**config.mk**
```make
export PLATFORM = sky130hd
export DESIGN_NAME = burst_addr_seq
export DESIGN_NICKNAME = d
export VERILOG_FILES = /design/src/rtl/burst_addr_seq.sv
export SDC_FILE = /design/constraint.sdc
export NUM_CORES = 1
export LEC_CHECK = 0
export ABC_AREA = 0
export CAP_MARGIN = 40
export CORE_MARGIN = 1.5
export CORE_UTILIZATION = 39
export DETAILED_ROUTE_END_ITERATION = 8
export PLACE_DENSITY = 0.75
export SYNTH_ARGS = -nofsm -noshare
export SYNTH_HDL_FRONTEND = slang
export SYNTH_SLANG_ARGS = --single-unit
```
**constraint.sdc**
```tcl
create_clock -name clk -period 1.4 [get_ports clk]
set_input_delay 0.14 -clock clk [delete_from_list [all_inputs] [get_ports clk]]
set_output_delay 0.14 -clock clk [all_outputs]
set_load 0.1 [all_outputs]
```
**src/rtl/burst_addr_seq.sv**
```systemverilog
module burst_addr_seq #(
  parameter int ADDR_W  = 17,
  parameter int BURST_W = 2
) (
  input  logic              clk,
  input  logic              rst_n,
  input  logic              proc_start_n,
  input  logic              ctrl_start_n,
  input  logic              adv_n,
  input  logic              ilv_order,
  input  logic              ce1_n,
  input  logic              ce2,
  input  logic              ce3_n,
  input  logic [ADDR_W-1:0] addr_in,
  output logic [ADDR_W-1:0] mem_addr,
  output logic              acc_valid,
  output logic              by_ctrl
);
  localparam int UP_W = ADDR_W - BURST_W;

  logic [UP_W-1:0]    upper_q;
  logic [BURST_W-1:0] base_q, step_q, low;
  logic               ilv_q, valid_q, src_q;

  wire chip_sel = !ce1_n && ce2 && !ce3_n;
  wire p_hit    = !proc_start_n && !ce1_n;
  wire c_hit    = !ctrl_start_n && proc_start_n;
  wire strobe   = p_hit || c_hit;

  always_ff @(posedge clk) begin
    if (!rst_n) begin
      upper_q <= '0;
      base_q  <= '0;
      step_q  <= '0;
      ilv_q   <= 1'b1;
      valid_q <= 1'b0;
      src_q   <= 1'b0;
    end else if (strobe) begin
      valid_q <= chip_sel;
      if (chip_sel) begin
        upper_q <= addr_in[ADDR_W-1:BURST_W];
        base_q  <= addr_in[BURST_W-1:0];
        step_q  <= '0;
        ilv_q   <= ilv_order;
        src_q   <= c_hit;
      end
    end else if (valid_q && !adv_n) begin
      step_q <= step_q + 1'b1;
    end
  end

  assign low       = ilv_q ? (base_q ^ step_q) : (base_q + step_q);
  assign mem_addr  = {upper_q, low};
  assign acc_valid = valid_q;
  assign by_ctrl   = src_q;
endmodule

```
==> run summary <==
Status = finished, violations left
Violated checks = setup timing
Die height = 51.4 microns
Total power = 1.36 mW
FF-to-FF path depth = 4
Syn Std Cell Area = 913 sq um
CTS Buf Count = 3
Worst Path Required = 1.26 ns
Routability cong. = 0.705
Commonest non-fill, non-tap cells in the layout = 39 x nand2_1, 23 x clkdlybuf4s50_1, 20 x buf_12
Placed inst area = 1670 sq um
Routed Antenna Nets = 0
Final WL = 2450 microns
Commonest non-fill, non-tap cell in the layout = nand2_1
Worst vdd ir = 881 uV
Maxcap violations = 0
Reg power frac = 48.5%
Sw Ratio = 28.7%
Worst setup EP type = primary output
#FFs+latches synth = 22
First-pass GRT wire length = 4080 microns
Area Overhead vs Synth = 92.1%
H-Tree Depth = 1
Drt via density = 4.78
Fin area = 1750 sq um
Tightest Pin Transition = 0.265 ns
PortBufs = 44
Crit-path cells = ha_4, nor2b_4, xnor2_4, buf_12
Yosys warnings = 0
Initial core utilization = 41.3%
Relative max-transition margin = 82.2%
Antenna violations before repair = 0
Setup WS post-layout = -0.0609 ns
Layout fillers = 144
Setup violators final = 1
DRC Markers = 0
Largest net degree at the start of global routing = 23
Synth area leader = dfxtp_1
Lkg Pwr = 0.658 nW
CTS tree = built
Post-Syn Nets = 131
Diodes inserted = 0
WS Path Type = flop to primary output
Seq/Total Area, Yosys = 48.2%
Clock power frac = 25.4%
Die Wd = 51.4 microns
Psw = 0.391 mW
Area of the multi-input gates = 513 sq um
Startpoint Class = flop
Initial DRC Count = 3
# rows = 17
Total grt overflow = 0
Via count = 890
Reg area = 447 sq um
Post-layout util = 79.3%
Top-area cell type share of the netlist area = 48.2%
Slowest cell on the critical path = dfxtp_2
Ports = 45
Synth area leaders = dfxtp_1 48%, nand2_1 16%, a21boi_0 15%
Root Buffer = clkbuf_4
Hold Path Depth = 3
Final min period = 1.46 ns
Syn avg cell area = 8.78 sq um
Synth unique cells = 21
Reg clk slew, reported paths = 0.12 ns
CTS sink count = 22
Cell Pwr Density = 777 nW/um^2
Combinational fraction of design power = 26.1%
DR pass1 iterations = 3
Critical Path Max Stage Delay = 0.37 ns
Vias in the first global route = 928
Placeable Area = 2210 sq um
DP Wirelength = 1830 microns
Wirelength per Cell = 13.2 microns
Final Net Count = 186
WHS = 0.366 ns
Clk buf depth = 2
Gr usage total = 21.0%
Final hold viol count = 0
Crit path max fanout = 2
Clock Skews = 0.00105 ns
Worst skew pair latency = 0.31 ns
Fmax = 685 MHz
Pint = 0.972 mW
Hold Crit Class = input port to flop
Final period utilization = 104%
Mapped Cells = 104
RSZ-0062 raised after global routing = yes
Fin. max-slew vios = 0
Layout cells sized above 1 = 30.4%
Total die area = 2640 sq um
Worst EP arrival = 1.32 ns
[worst paths after layout]
kind	startpoint	to	slack (ns)
max	base_q[0]	mem_addr[1]	-0.06
min	proc_start_n	by_ctrl	0.37
max reg2reg	acc_valid	step_q[1]	0.13
min reg2reg	upper_q[5]	upper_q[5]	0.50
[flip-flops by register name, indices dropped and copies added, names as in the netlist]
name	count
base_q	2
upper_q	15
step_q	2
acc_valid	1
ilv_q	1
by_ctrl	1
[layer usage]
metal | global-route usage (%) | up-vias | wire, microns
li1 | - | 454 | -
met1 | 23.4 | 406 | 903
met2 | 38.5 | 26 | 1360
met3 | 4.68 | 4 | 150
met4 | 7.89 | 0 | 39
met5 | 0 | - | 0
[final cells by class]
class | instances | area share (%)
clock buffers | 4 | 2.07
multi-input cells | 78 | 29.2
repair buffers | 54 | 41.2
flip-flops and latches | 22 | 25.5
well taps | 28 | 2.00
[cells in the mapped netlist]
library cell  count
a21boi_1          1
o221a_2           1
xnor2_1           2
or3b_4            1
clkbuf_1          3
nor2_1            2
mux2i_1           1
ha_1              1
a22oi_2           1
nor2b_1           3
mux2_2            1
nor3b_1           2
a21oi_2           1
a21oi_1           1
nand3_1           1
o21ai_0           1
a21boi_0         18
dfxtp_1          22
buf_6             1
nand2_1          39
or4b_1            1
[worst max-delay path: cells and delay by family, from the launching register on]
family	cells	cell delay, ns
xor gates and xnor gates	1	0.14
and+or+nand+nor	1	0.18
DFF	1	0.37
buffers and inverters	1	0.19
adders and majority gates	1	0.12
[power by group through the flow]
stage / clock [mW] / combinational, mW / sequential, mW
floorplan: 0 / 0.0758 / 0.768
global placement: 0 / 0.347 / 0.673
detailed placement: 0 / 0.353 / 0.674
CTS: 0.357 / 0.358 / 0.661
global route: 0.380 / 0.374 / 0.664
finish: 0.346 / 0.356 / 0.661
[what timing repair did]
item,in CTS,in global routing
gates resized for setup,8,6
buffers inserted,1,0
gates cloned,0,0
hold buffers,0,0
pin swaps,1,0
setup endpoints to repair,2,8
[logic make-up after synthesis]
logic type,Yosys count,share of synthesized area (%)
adder cells (fa/ha/maj),1,1.37
multiplexers,2,2.33
buffers and inverters,4,2.47
XOR/XNOR,2,1.92
AO/OA/AOI/OAI,24,20.3
AND/OR/NAND/NOR,49,23.4
flip-flops,22,48.2
[stage by stage]
stage          worst slack, ns  setup TNS [ns]  cells
3_3_place_gp            -0.275           -3.53    181
6_report               -0.0609         -0.0609    186
3_5_place_dp            -0.319           -4.53    181
2_1_floorplan          -0.0319         -0.0319    104
4_1_cts                -0.0695         -0.0695    186
5_1_grt                 -0.125          -0.125    186
No activity file was read; power rests on OpenSTA's default activity.
